==> src/rtl/hdlcTxPkg.sv <==
package hdlcTxPkg;

  localparam int BYTE_W     = 8;
  localparam int STUFF_RUN  = 5;
  localparam int SYM_MAX_W  = 9;
  localparam int SYM_LEN_W  = 4;
  localparam logic [15:0] CRC_PRESET = 16'hFFFF;
  localparam logic [15:0] CRC_POLY_REFL = 16'h8408;
  localparam logic [SYM_MAX_W-1:0] FLAG_SYM  = 9'h07E;
  localparam logic [SYM_MAX_W-1:0] ONES_SYM  = 9'h0FF;
  localparam logic [SYM_MAX_W-1:0] GA_SYM    = 9'h0FE;

  typedef enum logic [1:0] {
    FILL_ONES  = 2'b00,
    FILL_FLAGS = 2'b01,
    FILL_GA    = 2'b10,
    FILL_ALT   = 2'b11
  } fillMode_t;

  typedef enum logic [2:0] {
    SEL_ONES,
    SEL_FLAG,
    SEL_CLOSE,
    SEL_ABORT,
    SEL_GA,
    SEL_DATA,
    SEL_FCS_LO,
    SEL_FCS_HI
  } symSel_t;

  typedef struct packed {
    logic    load;
    symSel_t sel;
    logic    crcInit;
  } txStrobe_t;

  function automatic logic [15:0] crcStep(input logic [15:0] crc, input logic b);
    logic [15:0] nxt;
    nxt = crc >> 1;
    if (crc[0] ^ b) nxt = nxt ^ CRC_POLY_REFL;
    return nxt;
  endfunction

endpackage

==> src/rtl/hdlcTxQueue.sv <==
module hdlcTxQueue #(
  parameter int ENTRY_W = 10,
  parameter int DEPTH   = 4
) (
  input  logic               clk,
  input  logic               rstN,
  input  logic               wrEn,
  input  logic [ENTRY_W-1:0] wrEntry,
  input  logic               rdEn,
  output logic [ENTRY_W-1:0] headEntry,
  output logic               empty,
  output logic               ready
);
  localparam int PTR_W = (DEPTH > 1) ? $clog2(DEPTH) : 1;
  localparam int CNT_W = $clog2(DEPTH + 1);
  localparam logic [PTR_W-1:0] LAST_IDX = PTR_W'(DEPTH - 1);
  localparam logic [CNT_W-1:0] FULL_CNT = CNT_W'(DEPTH);

  logic [ENTRY_W-1:0] store [DEPTH];
  logic [PTR_W-1:0]   wrPtr, rdPtr;
  logic [CNT_W-1:0]   count;
  logic               doWr, doRd;

  assign empty     = (count == '0);
  assign ready     = (count != FULL_CNT);
  assign doWr      = wrEn && ready;
  assign doRd      = rdEn && !empty;
  assign headEntry = store[rdPtr];

  always_ff @(posedge clk) begin
    if (doWr) store[wrPtr] <= wrEntry;
  end

  always_ff @(posedge clk or negedge rstN) begin
    if (!rstN) begin
      wrPtr <= '0;
      rdPtr <= '0;
      count <= '0;
    end else begin
      if (doWr) wrPtr <= (wrPtr == LAST_IDX) ? '0 : wrPtr + 1'b1;
      if (doRd) rdPtr <= (rdPtr == LAST_IDX) ? '0 : rdPtr + 1'b1;
      if (doWr && !doRd)      count <= count + 1'b1;
      else if (doRd && !doWr) count <= count - 1'b1;
    end
  end
endmodule

==> src/rtl/hdlcTxCtrl.sv <==
module hdlcTxCtrl
  import hdlcTxPkg::*;
(
  input  logic      clk,
  input  logic      rstN,
  input  logic      bitEn,
  input  logic      symDone,
  input  logic [1:0] fillMode,
  input  logic      qEmpty,
  input  logic      headLast,
  input  logic      headAbort,
  output txStrobe_t strb,
  output logic      pop,
  output logic      underrun
);
  typedef enum logic [1:0] {ST_FILL, ST_BODY, ST_FCS_LO, ST_FCS_HI} ctrlState_t;

  ctrlState_t state, nState;
  logic       lastSent, nLastSent;
  logic       popWant, dryWant;

  always_comb begin
    strb.load    = bitEn && symDone;
    strb.sel     = SEL_ONES;
    strb.crcInit = 1'b0;
    nState       = state;
    nLastSent    = lastSent;
    popWant      = 1'b0;
    dryWant      = 1'b0;
    unique case (state)
      ST_FILL: begin
        if (fillMode != FILL_GA && !qEmpty) begin
          strb.sel     = SEL_FLAG;
          strb.crcInit = 1'b1;
          nState       = ST_BODY;
          nLastSent    = 1'b0;
        end else begin
          unique case (fillMode)
            FILL_ONES: strb.sel = SEL_ONES;
            FILL_GA:   strb.sel = SEL_GA;
            default:   strb.sel = SEL_FLAG;
          endcase
        end
      end
      ST_BODY: begin
        if (lastSent) begin
          strb.sel = SEL_FCS_LO;
          nState   = ST_FCS_LO;
        end else if (qEmpty) begin
          strb.sel = SEL_ABORT;
          dryWant  = 1'b1;
          nState   = ST_FILL;
        end else if (headAbort) begin
          strb.sel = SEL_ABORT;
          popWant  = 1'b1;
          nState   = ST_FILL;
        end else begin
          strb.sel  = SEL_DATA;
          popWant   = 1'b1;
          nLastSent = headLast;
        end
      end
      ST_FCS_LO: begin
        strb.sel = SEL_FCS_HI;
        nState   = ST_FCS_HI;
      end
      default: begin
        strb.sel = SEL_CLOSE;
        nState   = ST_FILL;
      end
    endcase
  end

  assign pop = strb.load && popWant;

  always_ff @(posedge clk or negedge rstN) begin
    if (!rstN) begin
      state    <= ST_FILL;
      lastSent <= 1'b0;
      underrun <= 1'b0;
    end else begin
      if (strb.load) begin
        state    <= nState;
        lastSent <= nLastSent;
      end
      if (bitEn) underrun <= strb.load && dryWant;
    end
  end
endmodule

==> src/rtl/hdlcTxDatapath.sv <==
module hdlcTxDatapath
  import hdlcTxPkg::*;
(
  input  logic              clk,
  input  logic              rstN,
  input  logic              bitEn,
  input  txStrobe_t         strb,
  input  logic [BYTE_W-1:0] headData,
  output logic              symDone,
  output logic              txBit,
  output logic              eop
);
  localparam int ONES_W = $clog2(STUFF_RUN + 1);
  localparam logic [ONES_W-1:0] RUN_LIMIT = ONES_W'(STUFF_RUN);

  logic [SYM_MAX_W-1:0] shiftReg, symVal;
  logic [SYM_LEN_W-1:0] bitsLeft, symLen;
  logic [ONES_W-1:0]    onesCnt, onesBase;
  logic [15:0]          crc;
  symSel_t              curSel;
  logic                 stuffOn, stuffSel, stuffDue, endSym;

  always_comb begin
    symLen = SYM_LEN_W'(BYTE_W);
    unique case (strb.sel)
      SEL_FLAG, SEL_CLOSE: symVal = FLAG_SYM;
      SEL_GA: begin
        symVal = GA_SYM;
        symLen = SYM_LEN_W'(SYM_MAX_W);
      end
      SEL_DATA:   symVal = {1'b0, headData};
      SEL_FCS_LO: symVal = {1'b0, ~crc[7:0]};
      SEL_FCS_HI: symVal = {1'b0, ~crc[15:8]};
      default:    symVal = ONES_SYM;
    endcase
  end

  assign stuffSel = (strb.sel == SEL_DATA) || (strb.sel == SEL_FCS_LO) ||
                    (strb.sel == SEL_FCS_HI);
  assign stuffDue = stuffOn && (onesCnt == RUN_LIMIT);
  assign symDone  = (bitsLeft == '0) && !stuffDue;
  assign onesBase = stuffOn ? onesCnt : '0;
  assign endSym   = (curSel == SEL_CLOSE) || (curSel == SEL_ABORT);

  always_ff @(posedge clk or negedge rstN) begin
    if (!rstN) begin
      shiftReg <= '0;
      bitsLeft <= '0;
      onesCnt  <= '0;
      stuffOn  <= 1'b0;
      curSel   <= SEL_ONES;
      crc      <= CRC_PRESET;
      txBit    <= 1'b1;
      eop      <= 1'b0;
    end else if (bitEn) begin
      if (strb.load) begin
        txBit    <= symVal[0];
        shiftReg <= symVal >> 1;
        bitsLeft <= symLen - 1'b1;
        stuffOn  <= stuffSel;
        curSel   <= strb.sel;
        eop      <= 1'b0;
        if (stuffSel) onesCnt <= symVal[0] ? onesBase + 1'b1 : '0;
        else          onesCnt <= '0;
        if (strb.crcInit)              crc <= CRC_PRESET;
        else if (strb.sel == SEL_DATA) crc <= crcStep(crc, symVal[0]);
      end else if (stuffDue) begin
        txBit   <= 1'b0;
        onesCnt <= '0;
        eop     <= 1'b0;
      end else if (bitsLeft != '0) begin
        txBit    <= shiftReg[0];
        shiftReg <= shiftReg >> 1;
        bitsLeft <= bitsLeft - 1'b1;
        eop      <= (bitsLeft == SYM_LEN_W'(1)) && endSym;
        if (stuffOn) onesCnt <= shiftReg[0] ? onesCnt + 1'b1 : '0;
        if (curSel == SEL_DATA) crc <= crcStep(crc, shiftReg[0]);
      end
    end
  end
endmodule

==> src/rtl/hdlcFrameTx.sv <==
module hdlcFrameTx
  import hdlcTxPkg::*;
#(
  parameter int DEPTH = 4
) (
  input  logic        clk,
  input  logic        rstN,
  input  logic        bitEn,
  input  logic [1:0]  fillMode,
  input  logic        pushValid,
  input  logic [7:0]  pushData,
  input  logic        pushLast,
  input  logic        pushAbort,
  output logic        pushReady,
  output logic        txBit,
  output logic        eop,
  output logic        underrun
);
  localparam int ENTRY_W = BYTE_W + 2;

  logic [ENTRY_W-1:0] headEntry;
  logic               qEmpty, pop, symDone;
  txStrobe_t          strb;

  hdlcTxQueue #(.ENTRY_W(ENTRY_W), .DEPTH(DEPTH)) queue_i (
    .clk       (clk),
    .rstN      (rstN),
    .wrEn      (pushValid),
    .wrEntry   ({pushAbort, pushLast, pushData}),
    .rdEn      (pop),
    .headEntry (headEntry),
    .empty     (qEmpty),
    .ready     (pushReady)
  );

  hdlcTxCtrl ctrl_i (
    .clk       (clk),
    .rstN      (rstN),
    .bitEn     (bitEn),
    .symDone   (symDone),
    .fillMode  (fillMode),
    .qEmpty    (qEmpty),
    .headLast  (headEntry[BYTE_W]),
    .headAbort (headEntry[BYTE_W+1]),
    .strb      (strb),
    .pop       (pop),
    .underrun  (underrun)
  );

  hdlcTxDatapath dp_i (
    .clk      (clk),
    .rstN     (rstN),
    .bitEn    (bitEn),
    .strb     (strb),
    .headData (headEntry[BYTE_W-1:0]),
    .symDone  (symDone),
    .txBit    (txBit),
    .eop      (eop)
  );
endmodule

==> config.mk <==
export PLATFORM = sky130hd
export DESIGN_NAME = hdlcFrameTx
export DESIGN_NICKNAME = d
export VERILOG_FILES = /design/src/rtl/hdlcTxPkg.sv /design/src/rtl/hdlcTxQueue.sv /design/src/rtl/hdlcTxCtrl.sv /design/src/rtl/hdlcTxDatapath.sv /design/src/rtl/hdlcFrameTx.sv
export SDC_FILE = /design/constraint.sdc
export NUM_CORES = 1
export LEC_CHECK = 0
export ABC_AREA = 1
export BUFFER_PORTS_ARGS = -buffer_cell sky130_fd_sc_hd__buf_2
export CELL_PAD_IN_SITES_DETAIL_PLACEMENT = 0
export CELL_PAD_IN_SITES_GLOBAL_PLACEMENT = 1
export CORE_ASPECT_RATIO = 1.25
export CORE_UTILIZATION = 48
export CTS_CLUSTER_SIZE = 20
export DETAILED_ROUTE_END_ITERATION = 12
export GPL_ROUTABILITY_DRIVEN = 0
export PLACE_DENSITY = 0.85
export SLEW_MARGIN = 15
export SYNTH_ARGS = -nofsm -noshare
export SYNTH_HDL_FRONTEND = slang
export SYNTH_SLANG_ARGS = --single-unit
==> constraint.sdc <==
create_clock -name clk -period 3.2 [get_ports clk]
set_input_delay 0.48 -clock clk [delete_from_list [all_inputs] [get_ports clk]]
set_output_delay 0.48 -clock clk [all_outputs]
set_load 0.01 [all_outputs]
== Word level (Yosys, flattened, before mapping) ==
Memory sizes are Yosys's and may differ from the RTL's.
Cells that the tools add are included.

* Register bits after elaboration: 49
* Memories: 1
* Bits of input ports: 16
* Bits in writable memories: 40
* Logic and storage cells: 147

{| class="wikitable"
|+ Memory list
! memory !! depth !! bits a word !! read ports !! clocked after Yosys merged registers in !! write ports !! RTL line !! RTL
|-
| queue_i.store || 4 || 10 || 1 || 0 || 1 || hdlcTxQueue.sv:19 || <nowiki>logic [ENTRY_W-1:0] store [DEPTH];</nowiki>
|}

* Add/subtract/negate cells: 8
* Reductions and logical operators: 37
* Equal/unequal tests: 22
* Multiplexer cells: 60
* Bitwise logic cells: 5

{| class="wikitable"
|+ Operators by type and width
! cell !! count
|-
| 16-bit 2-to-1 mux || 8
|-
| 3-bit 2-to-1 mux || 14
|-
| 8-bit one-hot mux with 5 select lines || 1
|-
| 9-bit 2-to-1 mux || 3
|-
| 1-bit 2-to-1 mux || 21
|-
| 3-bit == test, second input constant || 6
|-
| 8-bit inverter || 2
|-
| 2-bit 2-to-1 mux || 6
|-
| 4-bit 2-to-1 mux || 3
|-
| 3-bit AND reduction || 4
|-
| 1-bit logical AND || 11
|-
| 3-bit by 1-bit adder with 3-bit output, second input constant || 3
|-
| 3-bit by 2-bit == test with 1-bit output, second input constant || 3
|-
| 3-bit one-hot mux with 3 select lines || 1
|-
| 2-bit == test, second input constant || 4
|-
| 2-bit nonzero test || 4
|-
| 4-bit by 1-bit subtractor with 4-bit output, second input constant || 2
|-
| 2-bit one-hot mux with 3 select lines || 1
|-
| 3-bit one-hot mux with 2 select lines || 1
|-
| 3-bit nonzero test || 2
|-
| 5-bit AND reduction || 1
|-
| 2-bit by 1-bit adder with 2-bit output, second input constant || 2
|-
| 4-bit by 1-bit == test with 1-bit output, second input constant || 1
|-
| 1-bit logical NOT || 4
|-
| 18 further kinds || 24
|}

== Longest topological paths before layout ==
* Depth after elaboration: 13
* Depth in mapped cells: 15
* Depth with buffers taken out: 14

== Cells and area by module ==
A second synthesis with hierarchy kept.

* Cells, all modules: 490
* Area total of the unflattened synthesis: 4474.3 um^2

{| class="wikitable"
|+ Modules (own cells, without submodules)
! module !! cells an instance !! area each (um^2) !! times used
|-
| hdlcTxDatapath || 268 || 2098.3 || 1
|-
| hdlcTxQueue || 176 || 2075.7 || 1
|-
| hdlcTxCtrl || 46 || 300.3 || 1
|}

== Worst setup path before layout ==
Ideal clock, no wire load.

* Path type: reg-to-reg
* Start: register dp_i.onesCnt[0]
* End: register queue_i.count[1]
* Arrival time: 2.198 ns
* Slack: 0.877 ns
* Path buffers: 1
* Stages on the path, launching flop included: 14
* Required time: 3.075 ns
* Period minus slack after synthesis: 2.323 ns
* Cells stage by stage: dfrtp_1 ha_1 nand3_1 nand2_2 nor2_4 buf_4 nand2_1 nor2_2 inv_1 ha_1 inv_1 fa_1 nor2_1 a21oi_1

* Word-level cells in the longest chain between the ends: 10
* Elaborated cells on any way between the ends: 12

{| class="wikitable"
|+ Ends and longest elaborated chain
! element !! RTL line !! RTL
|-
| start, declared || hdlcTxDatapath.sv:18 || <nowiki>logic [ONES_W-1:0] onesCnt, onesBase;</nowiki>
|-
| start signal, assigned || hdlcTxDatapath.sv:63 || <nowiki>if (stuffSel) onesCnt <= symVal[0] ? onesBase + 1'b1 : '0;</nowiki>
|-
| start signal, assigned || hdlcTxDatapath.sv:76 || <nowiki>if (stuffOn) onesCnt <= shiftReg[0] ? onesCnt + 1'b1 : '0;</nowiki>
|-
| 3-bit == test * || hdlcTxDatapath.sv:40 || <nowiki>assign stuffDue = stuffOn && (onesCnt == RUN_LIMIT);</nowiki>
|-
| 1-bit logical AND * || hdlcTxDatapath.sv:40 ||
|-
| 1-bit logical NOT * || hdlcTxDatapath.sv:41 || <nowiki>assign symDone = (bitsLeft == '0) && !stuffDue;</nowiki>
|-
| 1-bit logical AND * || hdlcTxDatapath.sv:41 ||
|-
| 1-bit logical AND * || hdlcTxCtrl.sv:23 || <nowiki>strb.load = bitEn && symDone;</nowiki>
|-
| 1-bit logical AND * || hdlcTxCtrl.sv:74 || <nowiki>assign pop = strb.load && popWant;</nowiki>
|-
| 1-bit logical AND * || hdlcTxQueue.sv:27 || <nowiki>assign doRd = rdEn && !empty;</nowiki>
|-
| 1-bit logical NOT || hdlcTxQueue.sv:42 || <nowiki>if (doWr && !doRd) count <= count + 1'b1;</nowiki>
|-
| 1-bit logical AND || hdlcTxQueue.sv:42 ||
|-
| 3-bit 2-to-1 mux / 2-bit nonzero test (equally long branches) || n/a ||
|-
| end signal, assigned || hdlcTxQueue.sv:42 ||
|-
| end signal, assigned || hdlcTxQueue.sv:43 || <nowiki>else if (doRd && !doWr) count <= count - 1'b1;</nowiki>
|-
| end, declared || hdlcTxQueue.sv:21 || <nowiki>logic [CNT_W-1:0] count;</nowiki>
|}

Every way passes the cells marked *; elsewhere a longest branch is shown, timed or not.
A chain may end at the register's enable or synchronous reset.

== Final worst setup path ==
Ends and elaborated chain as after synthesis.

==> summary.md <==
| Metric | Value |
|---|---|
| CTS Buf Count | 9 |
| First-pass GRT wire length | 14.0 mm |
| Sequential area share after synthesis | 54.6% |
| Worst skew pair latency | 360 ps |
| Top delay family on crit path | adder cells |
| Core area | 8800 um^2 |
| Crit path required time | 3450 ps |
| Type of the most critical hold path | primary input to asynchronous set/reset pin |
| Postcts setup bufs | 0 |
| Buf+Inv Stages, Crit Path | 2 |
| Syn Inst Count | 444 |
| Footprint of the multi-input gates | 1720 um^2 |
| Mapped Nets | 473 |
| Non-Filler Instances | 590 |
| Critical Path Sink Type | flop |
| Ant diodes | 0 |
| Critical Path Start Type | flop |
| Clock transition at path regs | 80 ps |
| Pwr/cell area | 889 nW/um^2 |
| Worst Path Arrival | 2640 ps |
| Setup CP Type | flop to flop |
| Largest net degree at the start of global routing | 48 |
| Clock Tree Root | clkbuf_8 |
| Vias in the first global route | 2956 |
| DIE AREA | 9540 um^2 |
| First-pass DRT Iterations | 4 |
| Synth area leaders | edfxtp_1, dfrtp_1, dfstp_2 |
| Via/cell ratio | 5.11 |
| Maximum VDD drop | 0.000485 V |
| Finish-stage setup viols | 0 |
| TritonCTS clock tree | built |
| Fill count | 813 |
| Starting Density | 49.9% |
| GRT Util Overall | 20.1% |
| Initial antenna violation count | 0 |
| Post-CTS resize count | 0 |
| Clk_skew | 8.72 ps |
| Maximum root-to-sink buffer count | 2 |
| FF+latch count, synth | 87 |
| Clock sink count | 87 |
| Slew headroom | 29.1% |
| Boundary Pins | 20 |
| Met2 wire len | 4.28 mm |
| Via count | 3014 |
| Post-route DRC violation count | 0 |
| Met3 WL post-DR | 230 um |
| Nets | 494 |
| Row count | 38 |
| Final min period | 2380 ps |
| Yosys warns | 0 |
| Final Cycle Share | 74.5% |
| Wire length per cell | 14.3 um |
| CP Cell Sequence | ha_1 > nand3_1 > nand2_2 > nor2_4 > nand2_1 > nor2_2 > inv_1 > ha_1 > inv_1 > fa_1 > nor2_1 > a21oi_1 |
| H-tree levels | 3 |
| Mapped Area | 4390 um^2 |
| Hold Buf Count CTS | 0 |
| Worst-margin pin slew | 1060 ps |
| Max-cap viol count | 0 |
| Count of different cell masters after synthesis | 41 |
| Max stage delay cell, worst path | dfrtp_1 |
| Leak Pwr | 1.94 nW |
| WL final | 8.44 mm |
| Yosys top cell area share | 27.4% |
| Die Ht | 109 um |
| CP max stage delay | 430 ps |
| Area Growth Syn to Fin | 7.95% |
| Fin Setup TNS | 0 ps |
| CP Depth | 12 |
| Ys flop type | edfxtp_1 |
| Max layer used | met4 |
| Max Freq | 420 MHz |
| Worst reg2reg path depth | 12 |
| Die Wd | 87.5 um |
| Port Buffers | 19 |
| Number of flops mapped to enable cells by yosys | 40 |
| Fin. max-slew vios | 0 |
| Share of cells above drive strength 1 | 23.2% |
| Ys async rst share | 54.0% |
| Average size of a mapped cell | 9.89 um^2 |
| Total power | 4.21 mW |
| Gr ovfl total | 0 |
| RSZ-0062 raised after global routing | no |
| Placed cell count | 574 |
| Antenna viol nets, final | 0 |
| Status | complete, no violations |
| Post-Route M1 WL | 3.70 mm |
| Final Hold Violating Endpoints | 0 |
| Register area | 2400 um^2 |
| Detailed placer's ending HPWL | 5.89 mm |
| DRT iter0 DRCs | 136 |
| Area leader, netlist | edfxtp_1 |
| Worst Path Max Fanout | 14 |
[flip-flops by register name, summed over array words and instances (netlist names), 2 cells and up]
| register | count |
|---|---|
| queue_i.store | 40 |
| dp_i.onesCnt | 3 |
| queue_i.wrPtr | 2 |
| queue_i.rdPtr | 2 |
| dp_i.shiftReg | 7 |
| dp_i.crc | 16 |
| queue_i.count | 3 |
| dp_i.bitsLeft | 4 |
| ctrl_i.state | 2 |
| dp_i.curSel | 3 |
[metal layers]
metal	vias up	GRT usage, %
met4	0	10.8
li1	1533	-
met1	1414	24.2
met3	17	3.94
met5	-	0
met2	50	33.9
[kinds of logic (layout without fill, tap and decap cells)]
group / Yosys count / in the layout / share of synthesized area, %
AO/OA/AOI/OAI: 93 / 93 / 12.5
buffers and inverters: 57 / 83 / 6.16
AND/OR/NAND/NOR: 185 / 185 / 21.0
XOR/XNOR: 9 / 9 / 1.80
flip-flops: 87 / 87 / 54.6
adder cells (fa/ha/maj): 13 / 13 / 3.88
[cells in the mapped netlist, types with 7 or more instances]
cell type  count
a21oi_1       13
dfrtp_1       30
dfstp_2       17
edfxtp_1      40
ha_1          12
inv_1         34
inv_2          9
nand2_1       52
nand2_2        9
nand3_1       20
nor2_1        75
o21ai_0       44
o21ai_1       10
o21ai_2       11
xor2_1         7
[placed cells by master, fill, tap and decap left out, types with 2 or more instances in the layout]
cell type   count
nor2_2          3
buf_2          19
inv_1          34
clkbuf_8        9
nor4_2          6
clkinv_4        4
xnor2_1         2
nand2_2         9
nand2_4         3
ha_1           12
o21ai_2        11
o21ai_0        44
nand2_1        52
nand3_2         3
dfrtp_1        30
nand3_1        20
a21oi_1        13
nor2_1         75
o22ai_1         4
buf_4           4
xor2_1          7
edfxtp_1       40
o21ai_1        10
clkinvlp_4      2
inv_2           9
nor2_4          5
dfstp_2        17
a31oi_1         3
nand4_1         6
[worst paths after layout]
| path | slack [ps] | end | startpoint |
|---|---|---|---|
| hold / removal | 300 | dp_i.onesCnt[2]$_DFFE_PN0P_ | rstN |
| setup reg to reg | 820 | queue_i.count[1]$_DFFE_PN0P_ | dp_i.onesCnt[0]$_DFFE_PN0P_ |
| min in group clk | 320 | queue_i.store[3][9]$_DFFE_PP_ | pushAbort |
| max in group asynchronous | 2240 | dp_i.shiftReg[0]$_DFFE_PN0P_ | rstN |
| hold reg to reg | 480 | dp_i.shiftReg[6]$_DFFE_PN0P_ | dp_i.shiftReg[6]$_DFFE_PN0P_ |
| setup / recovery | 820 | queue_i.count[1]$_DFFE_PN0P_ | dp_i.onesCnt[0]$_DFFE_PN0P_ |
[stage by stage]
stage / util (%) / worst slack (ps) / instance area, um^2 / hold slack, ps
after floorplan: - / 877 / 4390 / 184
after global placement: 51.9 / 876 / 4570 / 457
after detailed placement: 51.9 / 808 / 4570 / 463
after CTS: 53.9 / 807 / 4740 / 306
after global routing: 53.9 / 551 / 4740 / 305
final: 53.9 / 816 / 4740 / 304
[cell type report]
type,count,share of cell area [%]
Multi-Input combinational cell,300,36.3
Sequential cell,87,50.6
Inverter,44,3.59
Clock buffer,9,2.61
Tap cell,120,3.17
Timing Repair Buffer,23,2.64
Clock inverter,7,1.06
[report_power, final]
part	switching [mW]	total, mW	internal, mW
sequential	0.277	1.87	1.59
clock	0.396	0.677	0.281
combinational	1.09	1.67	0.577
total	1.77	4.21	2.45
[worst reg2reg max path: stages (launching register included)]
cell and delay (ps):
dfrtp_1 430, ha_1 210, nand3_1 120, nand2_2 210, nor2_4 150, nand2_1 80, nor2_2 160, inv_1 60
ha_1 200, inv_1 100, fa_1 410, nor2_1 90, a21oi_1 40
Power figures use the tool's default switching activity.
